===== config.mk =====
export PLATFORM = sky130hd
export DESIGN_NAME = flash_toggle_status
export DESIGN_NICKNAME = d
export VERILOG_FILES = /design/src/rtl/fts_pkg.sv /design/src/rtl/fts_timer.sv /design/src/rtl/fts_toggle.sv /design/src/rtl/fts_ctrl.sv /design/src/rtl/flash_toggle_status.sv
export SDC_FILE = /design/constraint.sdc
export NUM_CORES = 1
export LEC_CHECK = 0
export BUFFER_PORTS_ARGS = -buffer_cell sky130_fd_sc_hd__buf_2
export CORE_MARGIN = 5
export CORE_UTILIZATION = 56
export CTS_BUF_LIST = sky130_fd_sc_hd__clkbuf_4
export DETAILED_ROUTE_END_ITERATION = 10
export MAX_ROUTING_LAYER = met4
export PLACE_DENSITY = 0.82
export RECOVER_POWER = 25
export SLEW_MARGIN = 20
export SYNTH_ARGS = -nofsm -noshare
export SYNTH_HDL_FRONTEND = slang
export SYNTH_HIERARCHICAL = 1
export SYNTH_SLANG_ARGS = --single-unit

===== constraint.sdc =====
create_clock -name clk -period 3.4 [get_ports clk]
set_input_delay 0.68 -clock clk [delete_from_list [all_inputs] [get_ports clk]]
set_output_delay 0.68 -clock clk [all_outputs]
set_load 0.02 [all_outputs]

===== src/rtl/fts_pkg.sv =====
package fts_pkg;

    localparam int unsigned STAT_W  = 8;
    localparam int unsigned BIT_T6  = 6;
    localparam int unsigned BIT_T2  = 2;

    typedef enum logic [2:0] {
        ST_READ,
        ST_ERASE,
        ST_SUSP,
        ST_SUSP_PROG,
        ST_PROG,
        ST_PROT
    } fts_state_e;

    function automatic logic [STAT_W-1:0] pack_status(input logic t6, input logic t2);
        logic [STAT_W-1:0] w;
        w         = '0;
        w[BIT_T6] = t6;
        w[BIT_T2] = t2;
        return w;
    endfunction

endpackage


===== src/rtl/fts_timer.sv =====
module fts_timer #(
    parameter int unsigned LONG_WIN  = 5000,
    parameter int unsigned SHORT_WIN = 50
) (
    input  logic clk,
    input  logic rst_n,
    input  logic load,
    input  logic long_sel,
    output logic zero
);
    localparam int unsigned CW = $clog2(LONG_WIN + 1);
    localparam logic [CW-1:0] LONG_M1  = CW'(LONG_WIN - 1);
    localparam logic [CW-1:0] SHORT_M1 = CW'(SHORT_WIN - 1);

    logic [CW-1:0] cnt_q;

    always_ff @(posedge clk) begin
        if (!rst_n) begin
            cnt_q <= '0;
        end else if (load) begin
            cnt_q <= long_sel ? LONG_M1 : SHORT_M1;
        end else if (cnt_q != '0) begin
            cnt_q <= cnt_q - 1'b1;
        end
    end

    assign zero = (cnt_q == '0);

endmodule


===== src/rtl/fts_toggle.sv =====
module fts_toggle (
    input  logic clk,
    input  logic rst_n,
    input  logic clr,
    input  logic flip6,
    input  logic flip2,
    output logic t6,
    output logic t2
);
    logic t6_q;
    logic t2_q;

    always_ff @(posedge clk) begin
        if (!rst_n) begin
            t6_q <= 1'b0;
            t2_q <= 1'b0;
        end else if (clr) begin
            t6_q <= 1'b0;
            t2_q <= 1'b0;
        end else begin
            if (flip6) t6_q <= ~t6_q;
            if (flip2) t2_q <= ~t2_q;
        end
    end

    assign t6 = t6_q;
    assign t2 = t2_q;

endmodule


===== src/rtl/fts_ctrl.sv =====
module fts_ctrl
    import fts_pkg::*;
#(
    parameter int unsigned N_SECT = 8,
    parameter int unsigned SECT_W = 3
) (
    input  logic              clk,
    input  logic              rst_n,
    input  logic              rd_stb,
    input  logic [SECT_W-1:0] rd_sect,
    input  logic              cmd_erase,
    input  logic [N_SECT-1:0] erase_sel,
    input  logic              cmd_prog,
    input  logic [SECT_W-1:0] prog_sect,
    input  logic [N_SECT-1:0] prot_map,
    input  logic              cmd_susp,
    input  logic              cmd_resume,
    input  logic              op_done,
    input  logic              tim_zero,
    output fts_state_e        state,
    output logic              tim_load,
    output logic              tim_long,
    output logic              tog_clr,
    output logic              flip6,
    output logic              flip2,
    output logic              show_status
);
    fts_state_e        state_q, state_d;
    fts_state_e        ret_q, ret_d;
    logic [N_SECT-1:0] mask_q, mask_d;
    logic [N_SECT-1:0] eff_sel;
    logic              in_sel;

    assign eff_sel = erase_sel & ~prot_map;
    assign in_sel  = mask_q[rd_sect];

    always_comb begin
        state_d  = state_q;
        ret_d    = ret_q;
        mask_d   = mask_q;
        tim_load = 1'b0;
        tim_long = 1'b0;
        tog_clr  = 1'b0;
        unique case (state_q)
            ST_READ: begin
                if (cmd_erase && (erase_sel != '0)) begin
                    tog_clr = 1'b1;
                    if (eff_sel != '0) begin
                        state_d = ST_ERASE;
                        mask_d  = eff_sel;
                    end else begin
                        state_d  = ST_PROT;
                        ret_d    = ST_READ;
                        mask_d   = '0;
                        tim_load = 1'b1;
                        tim_long = 1'b1;
                    end
                end else if (cmd_prog) begin
                    tog_clr = 1'b1;
                    if (prot_map[prog_sect]) begin
                        state_d  = ST_PROT;
                        ret_d    = ST_READ;
                        tim_load = 1'b1;
                    end else begin
                        state_d = ST_PROG;
                    end
                end
            end
            ST_ERASE: begin
                if (cmd_susp) begin
                    state_d = ST_SUSP;
                end else if (op_done) begin
                    state_d = ST_READ;
                    mask_d  = '0;
                end
            end
            ST_SUSP: begin
                if (cmd_prog) begin
                    tog_clr = 1'b1;
                    if (prot_map[prog_sect]) begin
                        state_d  = ST_PROT;
                        ret_d    = ST_SUSP;
                        tim_load = 1'b1;
                    end else begin
                        state_d = ST_SUSP_PROG;
                    end
                end else if (cmd_resume) begin
                    state_d = ST_ERASE;
                end
            end
            ST_SUSP_PROG: begin
                if (op_done) state_d = ST_SUSP;
            end
            ST_PROG: begin
                if (op_done) state_d = ST_READ;
            end
            ST_PROT: begin
                if (tim_zero) state_d = ret_q;
            end
            default: state_d = ST_READ;
        endcase
    end

    always_ff @(posedge clk) begin
        if (!rst_n) begin
            state_q <= ST_READ;
            ret_q   <= ST_READ;
            mask_q  <= '0;
        end else begin
            state_q <= state_d;
            ret_q   <= ret_d;
            mask_q  <= mask_d;
        end
    end

    always_comb begin
        show_status = 1'b0;
        flip6       = 1'b0;
        flip2       = 1'b0;
        unique case (state_q)
            ST_READ: begin
                show_status = 1'b0;
            end
            ST_ERASE, ST_SUSP_PROG: begin
                show_status = 1'b1;
                flip6       = rd_stb;
                flip2       = rd_stb && in_sel;
            end
            ST_SUSP: begin
                show_status = in_sel;
                flip2       = rd_stb && in_sel;
            end
            ST_PROG, ST_PROT: begin
                show_status = 1'b1;
                flip6       = rd_stb;
            end
            default: show_status = 1'b0;
        endcase
    end

    assign state = state_q;

endmodule


===== src/rtl/flash_toggle_status.sv =====
module flash_toggle_status
    import fts_pkg::*;
#(
    parameter  int unsigned CLK_HZ         = 50_000_000,
    parameter  int unsigned ERASE_GUARD_US = 100,
    parameter  int unsigned PROG_GUARD_US  = 1,
    parameter  int unsigned N_SECT         = 8,
    localparam int unsigned SECT_W         = $clog2(N_SECT)
) (
    input  logic              clk,
    input  logic              rst_n,
    input  logic              rd_stb,
    input  logic [SECT_W-1:0] rd_sect,
    input  logic [7:0]        arr_data,
    input  logic              cmd_erase,
    input  logic [N_SECT-1:0] erase_sel,
    input  logic              cmd_prog,
    input  logic [SECT_W-1:0] prog_sect,
    input  logic [N_SECT-1:0] prot_map,
    input  logic              cmd_susp,
    input  logic              cmd_resume,
    input  logic              op_done,
    output logic [7:0]        rd_data,
    output logic              rd_valid
);
    localparam int unsigned CYC_PER_US = CLK_HZ / 1_000_000;
    localparam int unsigned ERASE_WIN  = CYC_PER_US * ERASE_GUARD_US;
    localparam int unsigned PROG_WIN   = CYC_PER_US * PROG_GUARD_US;

    fts_state_e     st_q;
    logic           tim_load, tim_long, tim_zero;
    logic           tog_clr, flip6, flip2, show_status;
    logic           t6_q, t2_q;
    logic [7:0]     rd_data_q;
    logic           rd_valid_q;

    fts_ctrl #(
        .N_SECT (N_SECT),
        .SECT_W (SECT_W)
    ) u_ctrl (
        .clk         (clk),
        .rst_n       (rst_n),
        .rd_stb      (rd_stb),
        .rd_sect     (rd_sect),
        .cmd_erase   (cmd_erase),
        .erase_sel   (erase_sel),
        .cmd_prog    (cmd_prog),
        .prog_sect   (prog_sect),
        .prot_map    (prot_map),
        .cmd_susp    (cmd_susp),
        .cmd_resume  (cmd_resume),
        .op_done     (op_done),
        .tim_zero    (tim_zero),
        .state       (st_q),
        .tim_load    (tim_load),
        .tim_long    (tim_long),
        .tog_clr     (tog_clr),
        .flip6       (flip6),
        .flip2       (flip2),
        .show_status (show_status)
    );

    fts_timer #(
        .LONG_WIN  (ERASE_WIN),
        .SHORT_WIN (PROG_WIN)
    ) u_timer (
        .clk      (clk),
        .rst_n    (rst_n),
        .load     (tim_load),
        .long_sel (tim_long),
        .zero     (tim_zero)
    );

    fts_toggle u_toggle (
        .clk   (clk),
        .rst_n (rst_n),
        .clr   (tog_clr),
        .flip6 (flip6),
        .flip2 (flip2),
        .t6    (t6_q),
        .t2    (t2_q)
    );

    always_ff @(posedge clk) begin
        if (!rst_n) begin
            rd_data_q  <= '0;
            rd_valid_q <= 1'b0;
        end else begin
            rd_valid_q <= rd_stb;
            if (rd_stb) begin
                rd_data_q <= show_status ? pack_status(t6_q, t2_q) : arr_data;
            end
        end
    end

    assign rd_data  = rd_data_q;
    assign rd_valid = rd_valid_q;

endmodule


### Yosys cells after proc, flatten, opt, wreduce, memory -nomap -nowiden

Cells that the tools add are included.

* bits in registers: 38
* output and inout bits: 9
* logic and storage cells: 93
* input bits: 38

* reductions and logical operators: 16
* add/sub/neg operators: 1
* mux-type cells: 45
* equality and inequality tests: 16
* bitwise operators: 5
* $lt $le $gt $ge: 2

Operators with widths (number)
* two-way mux 3 bit: 16
* two-way mux 8 bit: 5
* two-way mux 13 bit: 3
* one-hot mux 3 bit (6 select lines): 1
* one-hot mux 8 bit (2 select lines): 1
* nonzero test 8 bit: 2
* zero test 13 bit: 1
* two-way mux 1 bit: 13
* nonzero test 13 bit: 1
* subtractor 13 x 1 -> 13 bit (second input constant): 1
* inequality test 2 bit (second input constant): 5
* AND 8 bit: 1
* less-than comparator 3 x 4 -> 1 bit (second input constant): 2
* NOT 8 bit: 1
* AND reduction 4 bit: 2
* binary-select mux 1 bit (select 3 bit): 2
* == test 3 x 2 -> 1 bit (second input constant): 2
* == test 3 bit (second input constant): 2
* inequality test 3 bit (second input constant): 2
* one-hot mux 1 bit (2 select lines): 3
* one-hot mux 3 bit (2 select lines): 1
* AND reduction 6 bit: 1
* nonzero test 2 bit: 3
* inequality test 2 x 1 -> 1 bit (second input constant): 2
* 9 further kinds: 12

### Longest topological paths before layout

* depth after elaboration: 8
* gate-level depth with buffers: 10
* gate-level depth less buffers: 9

### Cells and area by module

Netlist, hierarchy kept.

Modules (own cells, without submodules)
* fts_ctrl: area each 910.9 sq um, cells each 104, times used 1
* fts_timer: area each 703.2 sq um, cells each 79, times used 1
* flash_toggle_status: area each 380.4 sq um, cells each 35, times used 1
* fts_toggle: area each 71.3 sq um, cells each 7, times used 1

### Worst setup path after synthesis

Ideal clock, no wire load.

* path kind: input port to flip-flop
* from: input prog_sect[0]
* to: register u_timer.cnt_q[11]
* required time: 3.341 ns
* path slack: 0.763 ns
* setup time: 0.059 ns
* path buffers: 1
* arrival time: 2.578 ns
* cell stages on the path: 8
* cells stage by stage: mux4_1 mux2_4 nand4_1 a31oi_2 clkbuf_1 or2b_2 nor4_2 a31o_1

* longest elaborated chain between the ends: 7
* elaborated cells on any way between the ends: 8
* classes of those cells: mux: 7; reduce/logical: 1

Ends and longest elaborated chain
* from (decl): line flash_toggle_status.sv:18 `input logic [SECT_W-1:0] prog_sect,`
* binary-select mux 1 bit (select 3 bit) *: line fts_ctrl.sv:60, fts_ctrl.sv:80
* two-way mux 1 bit (implied by the code) *: line fts_ctrl.sv:60, fts_ctrl.sv:80
* two-way mux 1 bit *: line fts_ctrl.sv:60, fts_ctrl.sv:80
* two-way mux 1 bit *: line fts_ctrl.sv:78 `if (cmd_prog) begin`
* two-way mux 1 bit: line fts_ctrl.sv:46 `if (cmd_erase && (erase_sel != '0)) begin`
* one-hot mux 1 bit (2 select lines) *: line fts_ctrl.sv:44 `unique case (state_q)`
* named net tim_load: line flash_toggle_status.sv:31 `logic tim_load, tim_long, tim_zero;`
* two-way mux 13 bit / nonzero test 2 bit (equally long branches)
* to (signal assigned): line fts_timer.sv:21 `cnt_q <= long_sel ? LONG_M1 : SHORT_M1;`
* to (signal assigned): line fts_timer.sv:23 `cnt_q <= cnt_q - 1'b1;`
* to (decl): line fts_timer.sv:15 `logic [CW-1:0] cnt_q;`

Mark *: on every way through the listed nets, which the timed path passes. The rest lies on a longest branch. The select of a mux whose other input is x is not followed.
A chain may end at the register's enable or synchronous reset.

### Worst setup path in the final report

* from: register u_ctrl.state_q[1] (netlist: u_ctrl/state[1])
* to: register u_timer.cnt_q[11]

* longest elaborated chain between the ends: 3
* elaborated cells on any way between the ends: 5
* classes of those cells: eq/ne: 1; mux: 2; reduce/logical: 2

Ends and longest elaborated chain
* from (decl): line fts_ctrl.sv:28 `fts_state_e state_q, state_d;`
* from (signal assigned): line fts_ctrl.sv:110 `state_q <= state_d;`
* == test 3 x 2 -> 1 bit / zero test 3 bit (equally long branches): line fts_ctrl.sv:44
* one-hot mux 1 bit (2 select lines) *: line fts_ctrl.sv:44
* named net tim_load: line flash_toggle_status.sv:31
* two-way mux 13 bit / nonzero test 2 bit (equally long branches)

Mark *: on every way through the listed nets, which the timed path passes. The rest lies on a longest branch.

==> run_summary.xml <==
<?xml version="1.0" encoding="UTF-8"?>
<metrics>
  <group name="run_status">
    <metric name="result_of_the_run" unit="">finished clean</metric>
  </group>
  <group name="timing">
    <metric name="setup_total_negative_slack" unit="ps">0</metric>
    <metric name="number_of_pins_exceeding_their_max_slew_limit_in_the_final_report" unit="">0</metric>
    <metric name="fin_crit" unit="ps">2736</metric>
    <metric name="tightestPinTransition" unit="ps">803.4</metric>
    <metric name="setup_repair_after_global_routing_missed_its_margin" unit="">no</metric>
    <metric name="finalSetupViolations" unit="">0</metric>
    <metric name="hold_slack" unit="ps">472.5</metric>
    <metric name="final.setup_skew" unit="ps">5.505</metric>
    <metric name="timing.fmax" unit="MHz">365.5</metric>
    <metric name="fin_crit_sh" unit="">0.8047</metric>
    <metric name="hold_violations" unit="">0</metric>
    <metric name="max_slew_margin" unit="">0.4644</metric>
  </group>
  <group name="cts">
    <metric name="cts-buffers-inserted" unit="">5</metric>
    <metric name="cts_resized" unit="">0</metric>
    <metric name="clock_sink_count" unit="">36</metric>
    <metric name="hold_fix_buffer_count_after_cts" unit="">0</metric>
    <metric name="post-cts-setup-buffers" unit="">0</metric>
    <metric name="htree_num_levels" unit="">2</metric>
    <metric name="cts_tree" unit="">done</metric>
    <metric name="worst_setup_hold_path_clk_slew" unit="ps">110</metric>
    <metric name="worst_skew_pair.late_latency" unit="ps">340</metric>
    <metric name="clockBufferDepth" unit="">2</metric>
    <metric name="cts-root-buf" unit="">clkbuf_4</metric>
  </group>
  <group name="pwr">
    <metric name="netSwitchingPower" unit="mW">0.6874</metric>
    <metric name="power.static_leakage" unit="nW">0.9128</metric>
    <metric name="power.share.clock" unit="">0.173</metric>
    <metric name="swShare" unit="">0.3927</metric>
    <metric name="combinational_cell_fraction_of_total_power" unit="">0.456</metric>
    <metric name="vdd_ir_drop_max" unit="V">0.0002974</metric>
    <metric name="power_report.internal_total" unit="mW">1.063</metric>
    <metric name="power_density" unit="mW/mm2">737.4</metric>
    <metric name="seq_power_share" unit="">0.370</metric>
  </group>
  <group name="job">
    <metric name="max_cap_violations" unit="">0</metric>
  </group>
  <group name="critical_path">
    <metric name="r2r-start" unit="">u_ctrl/state[1]$_SDFFE_PN0P_</metric>
    <metric name="ff2ff_path_depth" unit="">7</metric>
    <metric name="cp-end-kind" unit="">register</metric>
    <metric name="critPathSlowestCell" unit="">a211oi_2</metric>
    <metric name="crit_family" unit="">compound AO/OA/AOI/OAI gates</metric>
    <metric name="worst-endpoint-required" unit="ps">3640</metric>
    <metric name="worst-path-buf-inv" unit="">0</metric>
    <metric name="slowest_delay" unit="ps">600</metric>
    <metric name="critPathMaxFanout" unit="">16</metric>
    <metric name="crit_path_cell_trace" unit="">or3_4 -&gt; a211oi_2 -&gt; nand3_2 -&gt; a31oi_2 -&gt; or2b_2 -&gt; nor4_2 -&gt; a31o_1</metric>
    <metric name="critical_path.startpoint_type" unit="">register</metric>
    <metric name="criticalPathCategory" unit="">register to register</metric>
    <metric name="reg2reg_setup_slack" unit="ps">660</metric>
    <metric name="cp_data_arrival_time" unit="ps">2980</metric>
    <metric name="worstReg2RegEnd" unit="">u_timer/cnt_q[11]$_SDFFE_PN0P_</metric>
  </group>
  <group name="detailed_routing">
    <metric name="via_count" unit="">1833</metric>
    <metric name="dr.first_iter.drc_count" unit="">126</metric>
    <metric name="wl_per_cell" unit="um">14.50</metric>
    <metric name="drcViolationCount" unit="">0</metric>
    <metric name="post_route_ant_nets" unit="">0</metric>
    <metric name="route.detailed.vias_per_inst" unit="">5.710</metric>
    <metric name="drt_first_pass_iters" unit="">4</metric>
    <metric name="totalWireLength" unit="um">4655</metric>
  </group>
  <group name="global_routing">
    <metric name="grt_first_pass_wirelength" unit="um">7534</metric>
    <metric name="grt_util_all_layers" unit="">0.1905</metric>
    <metric name="grt_antenna_before_repair" unit="">0</metric>
    <metric name="first_global_vias" unit="">1734</metric>
    <metric name="grt_overflow" unit="">0</metric>
    <metric name="grt_max_degree" unit="">23</metric>
  </group>
  <group name="place">
    <metric name="gp_routability_congestion" unit="">0.8862</metric>
    <metric name="place_hpwl" unit="um">3559</metric>
    <metric name="port_buffer_count" unit="">46</metric>
  </group>
  <group name="yosys">
    <metric name="ys_seq_elements" unit="">36</metric>
    <metric name="synth_most_common_cell" unit="">dfxtp_1</metric>
    <metric name="ys_top_cells_by_area" unit="">dfxtp_1 (35%), nor2b_1 (3.9%), nor2_1 (3.3%), a22oi_1 (2.9%), mux4_1 (2.5%)</metric>
    <metric name="seq_area_frac_synth" unit="">0.3489</metric>
    <metric name="postSynth.asyncResetShare" unit="">0</metric>
    <metric name="syn-instance-count" unit="">225</metric>
    <metric name="synthTopCellsByCount" unit="">dfxtp_1 (36), nor2_1 (18), nor2b_1 (13), nand2_1 (11)</metric>
    <metric name="yosys_warnings" unit="">6</metric>
    <metric name="netlist.top_cell.by_area" unit="">dfxtp_1</metric>
    <metric name="number_of_flops_mapped_to_enable_cells_by_yosys" unit="">0</metric>
    <metric name="synth.lib_cells_used.distinct" unit="">58</metric>
    <metric name="synth_top_area_frac" unit="">0.3489</metric>
    <metric name="netlist_area" unit="mm2">0.002066</metric>
    <metric name="synth_fp_nets" unit="">265</metric>
    <metric name="ys_dominant_reg_cell" unit="">dfxtp_1</metric>
    <metric name="mean_area_per_synthesized_cell" unit="um2">9.181</metric>
  </group>
  <group name="min_path">
    <metric name="min_path_type" unit="">register to register</metric>
    <metric name="worst_case_hold_path_end_point" unit="">u_ctrl/ret_q[1]$_SDFFE_PN0P_</metric>
    <metric name="hold_path_startpoint" unit="">u_ctrl/ret_q[1]$_SDFFE_PN0P_</metric>
    <metric name="timing.hold.worst_path_depth" unit="">2</metric>
  </group>
  <group name="die">
    <metric name="die_h" unit="um">70.74</metric>
    <metric name="top_level_ports" unit="">47</metric>
    <metric name="design.die.area" unit="mm2">0.005003</metric>
    <metric name="initial_util" unit="">0.5729</metric>
    <metric name="core_region_area" unit="mm2">0.003606</metric>
    <metric name="row_count" unit="">22</metric>
    <metric name="die_w" unit="um">70.74</metric>
  </group>
  <group name="final_layout">
    <metric name="drive_gt1_frac" unit="">0.2527</metric>
    <metric name="diodes" unit="">0</metric>
    <metric name="fin_nets" unit="">312</metric>
    <metric name="synthToLayoutAreaGrowth" unit="%">14.90</metric>
  </group>
</metrics>
final cells by class:
cell class	count	area, um2
Sequential cell	36	720.7
Clock inverter	2	35.03
Tap cell	48	60.06
Inverter	9	33.78
Multi-Input combinational cell	173	1257
Timing Repair Buffer	47	221.5
Clock buffer	6	45.04
Fill cell	321	1232
how the worst max path moves through the flow:
stage,from,endpoint,slack (ps),depth (start not counted)
after global routing,u_ctrl/state[1]$_SDFFE_PN0P_,u_timer/cnt_q[11]$_SDFFE_PN0P_,490,7
after CTS,u_ctrl/state[1]$_SDFFE_PN0P_,u_timer/cnt_q[11]$_SDFFE_PN0P_,700,7
after detailed placement,prog_sect[0],u_timer/cnt_q[1]$_SDFFE_PN0P_,570,7
after floorplan,prog_sect[0],u_timer/cnt_q[11]$_SDFFE_PN0P_,760,8
final,u_ctrl/state[1]$_SDFFE_PN0P_,u_timer/cnt_q[11]$_SDFFE_PN0P_,660,7
after global placement,prog_sect[0],u_timer/cnt_q[11]$_SDFFE_PN0P_,640,8
per-layer routing:
layer  GRT usage  vias up  share of wire
li1            -      925              -
met1      0.2224      852           0.44
met2      0.3244       50           0.49
met3     0.04403        6          0.057
met4     0.05846        0          0.013
met5           -        -              0
cell families after synthesis:
logic type / Yosys count / synth area share
and+or+nand+nor: 97 / 0.2980
AOI/OAI and AO/OA: 57 / 0.1902
DFF: 36 / 0.3489
buffers and inverters: 16 / 0.04239
muxes: 9 / 0.07450
xor gates and xnor gates: 8 / 0.03392
adders and majority gates: 2 / 0.01211
worst min-delay path: stages (launching register included):
cell     delay, ps
dfxtp_1        320
nand2_1         50
o22ai_1         60
flip-flops by register name, indices dropped and copies added (netlist names):
name	cells
rd_data	8
rd_valid	1
u_timer/cnt_q	13
u_ctrl/mask_q	8
u_ctrl/ret_q	1
u_toggle/t6	1
u_ctrl/state	3
u_toggle/t2	1
cells in the final DEF (no fill, tap or decap), types with 3 or more instances in the layout:
cell type and count:
nor2b_1 13, nand2b_1 3, a22oi_1 8, a21boi_1 6, mux2i_1 3, o21ai_0 8, o21ai_1 5, nand3_1 4
nor3_1 3, nor4_1 5, o22ai_1 3, xor2_1 3, nand3b_1 7, or4_1 3, clkbuf_1 11, nand2b_2 6
clkbuf_4 6, nand2_1 11, inv_1 8, buf_2 36, nor4_2 4, dfxtp_1 36, a21oi_1 8, xnor2_1 5
nor2_1 18
power by group through the flow:
stage	logic [mW]	clock network, mW	registers (mW)
global route	0.879	0.329	0.667
CTS	0.804	0.310	0.644
finish	0.799	0.303	0.648
global placement	0.786	0	0.649
floorplan	0.662	0	0.625
detailed placement	0.798	0	0.653
through the flow:
stage | instance area, um2 | std cells | setup slack (ps) | util | total power [mW]
finish | 2374 | 321 | 664.0 | 0.6582 | 1.750
floorplan | 2066 | 225 | 763.2 | - | 1.288
global route | 2374 | 321 | 493.7 | 0.6582 | 1.876
global placement | 2310 | 313 | 637.4 | 0.6405 | 1.435
CTS | 2390 | 321 | 702.7 | 0.6627 | 1.759
detailed placement | 2310 | 313 | 571.1 | 0.6405 | 1.451
No activity file was read; power rests on OpenSTA's default activity.
